**src/rtl/reg_rename_pkg.sv**
```systemverilog
`timescale 1ns/1ps
// Package reg_rename_pkg
// Shared default sizes and helper functions for the register renaming unit.
// Assumes NUM_PHYS is strictly larger than NUM_LOG.
package reg_rename_pkg;

    localparam int RN_NUM_LOG  = 8;
    localparam int RN_NUM_PHYS = 16;

    // Number of physical registers left over for the free list after reset.
    function automatic int spare_regs(input int num_log, input int num_phys);
        return num_phys - num_log;
    endfunction

    // Advance a circular pointer with wrap at depth-1 (depth need not be a power of two).
    function automatic int wrap_next(input int ptr, input int depth);
        return (ptr == depth - 1) ? 0 : ptr + 1;
    endfunction

endpackage

```
**src/rtl/rename_map_table.sv**
```systemverilog
`timescale 1ns/1ps
// Module rename_map_table
// Holds the logical-to-physical register map. It offers NUM_RD combinational
// read ports and one synchronous write port. Reads always see the value from
// before this cycle's write, so a same-cycle read-and-write returns the old
// mapping. After reset, logical register i maps to physical register i.
// Assumes the write index is a valid logical register number.
module rename_map_table #(
    parameter int NUM_LOG  = 8,
    parameter int NUM_PHYS = 16,
    parameter int NUM_RD   = 3,
    localparam int LW = $clog2(NUM_LOG),
    localparam int PW = $clog2(NUM_PHYS)
) (
    input  logic                         clk,
    input  logic                         rst_n,
    input  logic [NUM_RD-1:0][LW-1:0]    rd_idx,
    output logic [NUM_RD-1:0][PW-1:0]    rd_phys,
    input  logic                         wr_en,
    input  logic [LW-1:0]                wr_idx,
    input  logic [PW-1:0]                wr_phys,
    output logic [NUM_LOG-1:0][PW-1:0]   map_view
);

    logic [NUM_LOG-1:0][PW-1:0] map_q;

    // Update one entry per accepted write; reset restores the identity mapping.
    always_ff @(posedge clk) begin
        if (!rst_n) begin
            for (int i = 0; i < NUM_LOG; i++) begin
                map_q[i] <= PW'(i);
            end
        end else if (wr_en) begin
            map_q[wr_idx] <= wr_phys;
        end
    end

    // One combinational lookup per read port.
    for (genvar g = 0; g < NUM_RD; g++) begin : g_rd
        always_comb begin
            rd_phys[g] = map_q[rd_idx[g]];
        end
    end

    // Expose the whole table for checking.
    always_comb begin
        map_view = map_q;
    end

endmodule

```
**src/rtl/rename_free_list.sv**
```systemverilog
`timescale 1ns/1ps
// Module rename_free_list
// Circular FIFO of free physical register numbers. The head entry is always
// visible, pop removes it, and push appends at the tail. Push and pop may
// happen in the same cycle. After reset it holds NUM_LOG up to NUM_PHYS-1 in
// ascending order. Assumes the caller never pops while empty and never pushes
// more registers than it has popped.
module rename_free_list #(
    parameter int NUM_LOG  = 8,
    parameter int NUM_PHYS = 16,
    localparam int PW    = $clog2(NUM_PHYS),
    localparam int PTRW  = (NUM_PHYS > 1) ? $clog2(NUM_PHYS) : 1,
    localparam int CW    = $clog2(NUM_PHYS + 1),
    localparam int SPARE = reg_rename_pkg::spare_regs(NUM_LOG, NUM_PHYS)
) (
    input  logic          clk,
    input  logic          rst_n,
    input  logic          pop,
    input  logic          push,
    input  logic [PW-1:0] push_phys,
    output logic [PW-1:0] head_phys,
    output logic          empty,
    output logic [CW-1:0] count
);

    logic [NUM_PHYS-1:0][PW-1:0] slot_q;
    logic [PTRW-1:0]             head_q;
    logic [PTRW-1:0]             tail_q;
    logic [CW-1:0]               cnt_q;
    logic [PTRW-1:0]             head_nx;
    logic [PTRW-1:0]             tail_nx;

    // Next-pointer values with wrap at the end of the storage.
    always_comb begin
        head_nx = PTRW'(reg_rename_pkg::wrap_next(int'(head_q), NUM_PHYS));
        tail_nx = PTRW'(reg_rename_pkg::wrap_next(int'(tail_q), NUM_PHYS));
    end

    // Storage: preload the spare registers on reset, write released ones at the tail.
    always_ff @(posedge clk) begin
        if (!rst_n) begin
            for (int i = 0; i < NUM_PHYS; i++) begin
                slot_q[i] <= (i < SPARE) ? PW'(NUM_LOG + i) : '0;
            end
        end else if (push) begin
            slot_q[tail_q] <= push_phys;
        end
    end

    // Pointer and occupancy bookkeeping for push and pop.
    always_ff @(posedge clk) begin
        if (!rst_n) begin
            head_q <= '0;
            tail_q <= PTRW'(SPARE % NUM_PHYS);
            cnt_q  <= CW'(SPARE);
        end else begin
            if (pop) begin
                head_q <= head_nx;
            end
            if (push) begin
                tail_q <= tail_nx;
            end
            case ({push, pop})
                2'b10:   cnt_q <= cnt_q + CW'(1);
                2'b01:   cnt_q <= cnt_q - CW'(1);
                default: cnt_q <= cnt_q;
            endcase
        end
    end

    // Head value and status outputs.
    always_comb begin
        head_phys = slot_q[head_q];
        empty     = (cnt_q == '0);
        count     = cnt_q;
    end

endmodule

```
**src/rtl/reg_rename_unit.sv**
```systemverilog
`timescale 1ns/1ps
// Module reg_rename_unit
// Renames one instruction per cycle. The source lookups and the previous
// destination mapping come out combinationally. An accepted writing
// instruction takes the head of the free list as its new physical register,
// and the map is updated at the clock edge. With an empty free list, a writing
// instruction is stalled and no state changes. Registers come back through the
// release port. Assumes released registers are superseded and not already free.
module reg_rename_unit #(
    parameter int NUM_LOG  = reg_rename_pkg::RN_NUM_LOG,
    parameter int NUM_PHYS = reg_rename_pkg::RN_NUM_PHYS,
    localparam int LW = $clog2(NUM_LOG),
    localparam int PW = $clog2(NUM_PHYS),
    localparam int CW = $clog2(NUM_PHYS + 1)
) (
    input  logic          clk,
    input  logic          rst_n,
    input  logic          in_valid,
    input  logic          in_has_dst,
    input  logic [LW-1:0] in_src_a,
    input  logic [LW-1:0] in_src_b,
    input  logic [LW-1:0] in_dst,
    input  logic          rel_valid,
    input  logic [PW-1:0] rel_phys,
    output logic [PW-1:0] out_phys_a,
    output logic [PW-1:0] out_phys_b,
    output logic [PW-1:0] out_phys_dst,
    output logic [PW-1:0] out_prev_dst,
    output logic          stall
);

    localparam int NUM_RD = 3;

    logic [NUM_RD-1:0][LW-1:0]  rd_idx;
    logic [NUM_RD-1:0][PW-1:0]  rd_phys;
    logic [NUM_LOG-1:0][PW-1:0] map_view;
    logic [PW-1:0]              fl_head;
    logic                       fl_empty;
    logic [CW-1:0]              fl_count;
    logic                       want_alloc;
    logic                       do_alloc;

    // Gather the lookup indices: two sources plus the destination's old mapping.
    always_comb begin
        rd_idx[0] = in_src_a;
        rd_idx[1] = in_src_b;
        rd_idx[2] = in_dst;
    end

    // Decide whether this cycle allocates or stalls.
    always_comb begin
        want_alloc = in_valid && in_has_dst;
        do_alloc   = want_alloc && !fl_empty;
        stall      = want_alloc && fl_empty;
    end

    // Drive the renamed operands.
    always_comb begin
        out_phys_a   = rd_phys[0];
        out_phys_b   = rd_phys[1];
        out_prev_dst = rd_phys[2];
        out_phys_dst = fl_head;
    end

    rename_map_table #(
        .NUM_LOG  (NUM_LOG),
        .NUM_PHYS (NUM_PHYS),
        .NUM_RD   (NUM_RD)
    ) u_map (
        .clk      (clk),
        .rst_n    (rst_n),
        .rd_idx   (rd_idx),
        .rd_phys  (rd_phys),
        .wr_en    (do_alloc),
        .wr_idx   (in_dst),
        .wr_phys  (fl_head),
        .map_view (map_view)
    );

    rename_free_list #(
        .NUM_LOG  (NUM_LOG),
        .NUM_PHYS (NUM_PHYS)
    ) u_free (
        .clk       (clk),
        .rst_n     (rst_n),
        .pop       (do_alloc),
        .push      (rel_valid),
        .push_phys (rel_phys),
        .head_phys (fl_head),
        .empty     (fl_empty),
        .count     (fl_count)
    );

endmodule

```
**config.mk**
```make
export PLATFORM = sky130hd
export DESIGN_NAME = reg_rename_unit
export DESIGN_NICKNAME = d
export VERILOG_FILES = /design/src/rtl/reg_rename_pkg.sv /design/src/rtl/rename_map_table.sv /design/src/rtl/rename_free_list.sv /design/src/rtl/reg_rename_unit.sv
export SDC_FILE = /design/constraint.sdc
export NUM_CORES = 1
export LEC_CHECK = 0
export ABC_AREA = 1
export BUFFER_PORTS_ARGS = -buffer_cell sky130_fd_sc_hd__buf_2
export CAP_MARGIN = 20
export CELL_PAD_IN_SITES_DETAIL_PLACEMENT = 0
export CELL_PAD_IN_SITES_GLOBAL_PLACEMENT = 1
export CORE_MARGIN = 8
export CORE_UTILIZATION = 42
export DETAILED_ROUTE_END_ITERATION = 7
export PLACE_DENSITY = 0.8
export SLEW_MARGIN = 20
export SYNTH_ARGS = -nofsm -noshare
export SYNTH_HDL_FRONTEND = slang
export SYNTH_HIERARCHICAL = 1
export SYNTH_SLANG_ARGS = --single-unit
```
**constraint.sdc**
```tcl
create_clock -name clk -period 2.61 [get_ports clk]
set_clock_uncertainty 0.05 [all_clocks]
set_input_delay 0 -clock clk [delete_from_list [all_inputs] [get_ports clk]]
set_output_delay 0 -clock clk [all_outputs]
set_load 0.05 [all_outputs]
```
==> flow_summary_export.csv <==
group,metric,value,unit
layout,num-fill-cells,1535,
sta,period_minus_slack,2410,ps
worst_setup_path,crit_type,"flop to output port",
worst_setup_path,critPathLaunchType,"flop",
place,gp_congestion,0.826,
sta,hold_viol_final,0,
clock_network,htree_levels,3,
floorplanning,dieArea,18100,um2
drt,drc_errors,0,
layout,area_delta_synth_final,9.11,%
power,vdd_drop_max,0.352,mV
sta,report.final.slew_viol_count,0,
drt,viasPerCell,5.10,
layout,fin_nets,988,
worst_setup_path,r2r_start,"u_free/count[2]",
synthesis,netlist_area,5910,um2
synthesis,ys_types,28,
drt,first_pass_iters,5,
global_route,grt_max_degree,72,
clock_network,clock_path_buffers,2,
drt,drt-total-wl,16900,um
floorplanning,fp.coreArea,13800,um2
clock_network,clock_latency,360,ps
layout,fin_area,6440,um2
clock_network,cts.clk_slew.worst_paths,70,ps
synthesis,ys_seq_elements,109,
power,p_leak,3.20,nW
synthesis,syn_inst,956,
worst_setup_path,worst-endpoint-required,2560,ps
worst_setup_path,crit_fanout,37,
floorplanning,initial_core_util,42.7,%
clock_network,cts_num_sinks,109,
sta,worst_pin_slew,589,ps
worst_setup_path,r2r_end,"u_free/count[4]",
hold_path,hold_start,"in_has_dst",
worst_setup_path,reg2reg_slack,290,ps
power,powerDensity,602,nW/um2
global_route,grt_pass1_wl,27700,um
sta,tns,0,ps
hold_path,min_delay_path_depth,4,
sta,setup_viol,0,
status,status,"finished, final reports clean",
floorplanning,row_count,43,
global_route,grt-ovfl-total,0,
place,placed_area,6100,um2
layout,n_antenna_cell,0,
sta,fin_crit_sh,92.3,%
synthesis,syn_nets,982,
floorplanning,ios,35,
drt,ant_nets,0,
run,max_cap_viol_count,0,
synthesis,synth_seq_area_share,36.9,%
drt,vias,5854,
worst_setup_path,crit_path_end_kind,"output port",
sta,fmax,0.415,GHz
drt,drt_iter0_drc,511,
layout,drive_above_1_share,6.72,%
global_route,antenna_found_initial,0,
hold_path,hold_path.class,"input port to flop",
global_route,grt_usage,19.0,%
synthesis,syn_area_per_cell,6.18,um2
place,dp.final_hpwl,11900,um
hold_path,min_to,"u_free/head_q[1]",
worst_setup_path,ff2ff_path_depth,15,
sta,finalWorstSetupSlack,201,ps
global_route,grt_pass1_vias,5501,
clock_network,cts_tree,"done",
clock_network,numCtsBuffers,9,
worst_setup_path,arrival,2360,ps
sta,slew_headroom,60.7,%
sta,rsz0062_at_grt,"no",
place,io_buffers,34,
synthesis,ys_warn_count,6,
clock_network,cts-root-buf,"clkbuf_16",
drt,wl_per_cell,14.7,um
floorplanning,die_h,135,um
place,dp_slack,152,ps
floorplanning,die_w,135,um
[report_power, final]
part / total, mW / switching, mW / internal [mW]
clock: 1.52 / 0.639 / 0.876
combinational: 0.623 / 0.452 / 0.170
sequential: 1.74 / 0.0348 / 1.71
[worst max path at each step]
| stage | depth (start not counted) | start | end |
|---|---|---|---|
| 4_1_cts | 15 | u_free/count[2] | u_free/count[4] |
| 6_report | 7 | u_free/head_q[0] | out_phys_dst[0] |
| 3_5_place_dp | 15 | u_free/count[2] | u_free/count[4] |
| 5_1_grt | 15 | u_free/count[2] | u_free/count[4] |
| 3_3_place_gp | 15 | u_free/count[2] | u_free/count[4] |
| 2_1_floorplan | 10 | u_free/head_q[0] | u_map/map_view[11] |
[cell families after synthesis]
kind of cell / count (synthesis) / synth area share (%)
AND/OR/NAND/NOR: 561 / 37.8
buffers and inverters: 137 / 10.3
XOR/XNOR: 4 / 0.593
multiplexers: 3 / 0.508
flip-flops: 109 / 36.9
AO/OA/AOI/OAI: 134 / 12.2
adder cells (fa/ha/maj): 8 / 1.69
[routing by layer]
layer / vias up / share of wire, % / GRT usage, %
met3: 22 / 4.1 / 3.57
met5: - / 0 / 0
met2: 120 / 49 / 31.7
li1: 3020 / - / -
met4: 0 / 2.2 / 7.17
met1: 2692 / 45 / 23.7
[cell usage after synthesis]
| cell type | n | share of area (%) |
|---|---|---|
| a211oi_1 | 2 | 0.25 |
| a21oi_1 | 13 | 1.1 |
| buf_2 | 11 | 0.93 |
| buf_4 | 7 | 0.89 |
| buf_6 | 4 | 0.76 |
| buf_8 | 2 | 0.51 |
| clkbuf_1 | 19 | 1.2 |
| clkbuf_2 | 1 | 0.085 |
| clkinv_1 | 1 | 0.063 |
| dfxtp_1 | 109 | 37 |
| ha_1 | 8 | 1.7 |
| inv_1 | 86 | 5.5 |
| inv_2 | 5 | 0.32 |
| inv_4 | 1 | 0.11 |
| mux2i_1 | 3 | 0.51 |
| nand2_1 | 265 | 17 |
| nand3_1 | 90 | 7.6 |
| nor2_1 | 201 | 13 |
| nor2_2 | 3 | 0.32 |
| nor3_1 | 1 | 0.085 |
| nor4_1 | 1 | 0.11 |
| o211ai_1 | 10 | 1.3 |
| o21ai_0 | 101 | 8.6 |
| o21ai_1 | 1 | 0.085 |
| o21bai_1 | 1 | 0.13 |
| o22ai_1 | 3 | 0.32 |
| o32ai_1 | 3 | 0.44 |
| xor2_1 | 4 | 0.59 |
[final cells by class]
cell class | count | area (um2) | area share, %
multi-input combinational | 710 | 3120 | 48.4
sequential | 109 | 2180 | 33.9
inverter | 93 | 352 | 5.46
clock buffer | 10 | 239 | 3.71
timing repair buffer | 39 | 235 | 3.65
tap | 180 | 225 | 3.50
clock inverter | 6 | 91.3 | 1.42
[metrics by stage]
stage,util (%),total power [mW],hold slack (ps),cells
floorplan,-,2.25,85.7,956
global placement,44.1,2.40,241,1130
detailed placement,44.1,2.40,248,1130
CTS,46.6,3.91,58.0,1147
global route,46.6,4.06,75.8,1147
finish,46.6,3.88,55.7,1147
[sequential cells by signal, summed over array words and instances, names as in the netlist]
| signal | flops |
|---|---|
| u_free/count | 5 |
| u_free/head_q | 4 |
| u_free/slot_q | 64 |
| u_free/tail_q | 4 |
| u_map/map_view | 32 |
[cells in the final DEF (no fill, tap or decap), drive strengths merged, types with 3 or more instances in the layout]
master / instances
inv: 95
clkbuf: 10
o21ai: 102
o211ai: 10
dfxtp: 109
buf: 38
nand3: 90
xor2: 4
ha: 8
o32ai: 3
o22ai: 3
mux2i: 3
nand2: 265
a21oi: 13
nor2: 204
[repair_timing]
action                     CTS  global route
setup endpoints to repair    0             3
hold buffers                 1             0
resized for setup            0             2
buffers inserted             0             0
hold endpoints to repair     2             0
[worst max-delay path, cell delays in order, from the launching register on]
cell     delay [ps]
dfxtp_1         330
buf_12          170
inv_4           230
nor2_1           70
o32ai_1         330
nand2_1         120
nand3_1         370
buf_2           360
Power figures use the tool's default switching activity.
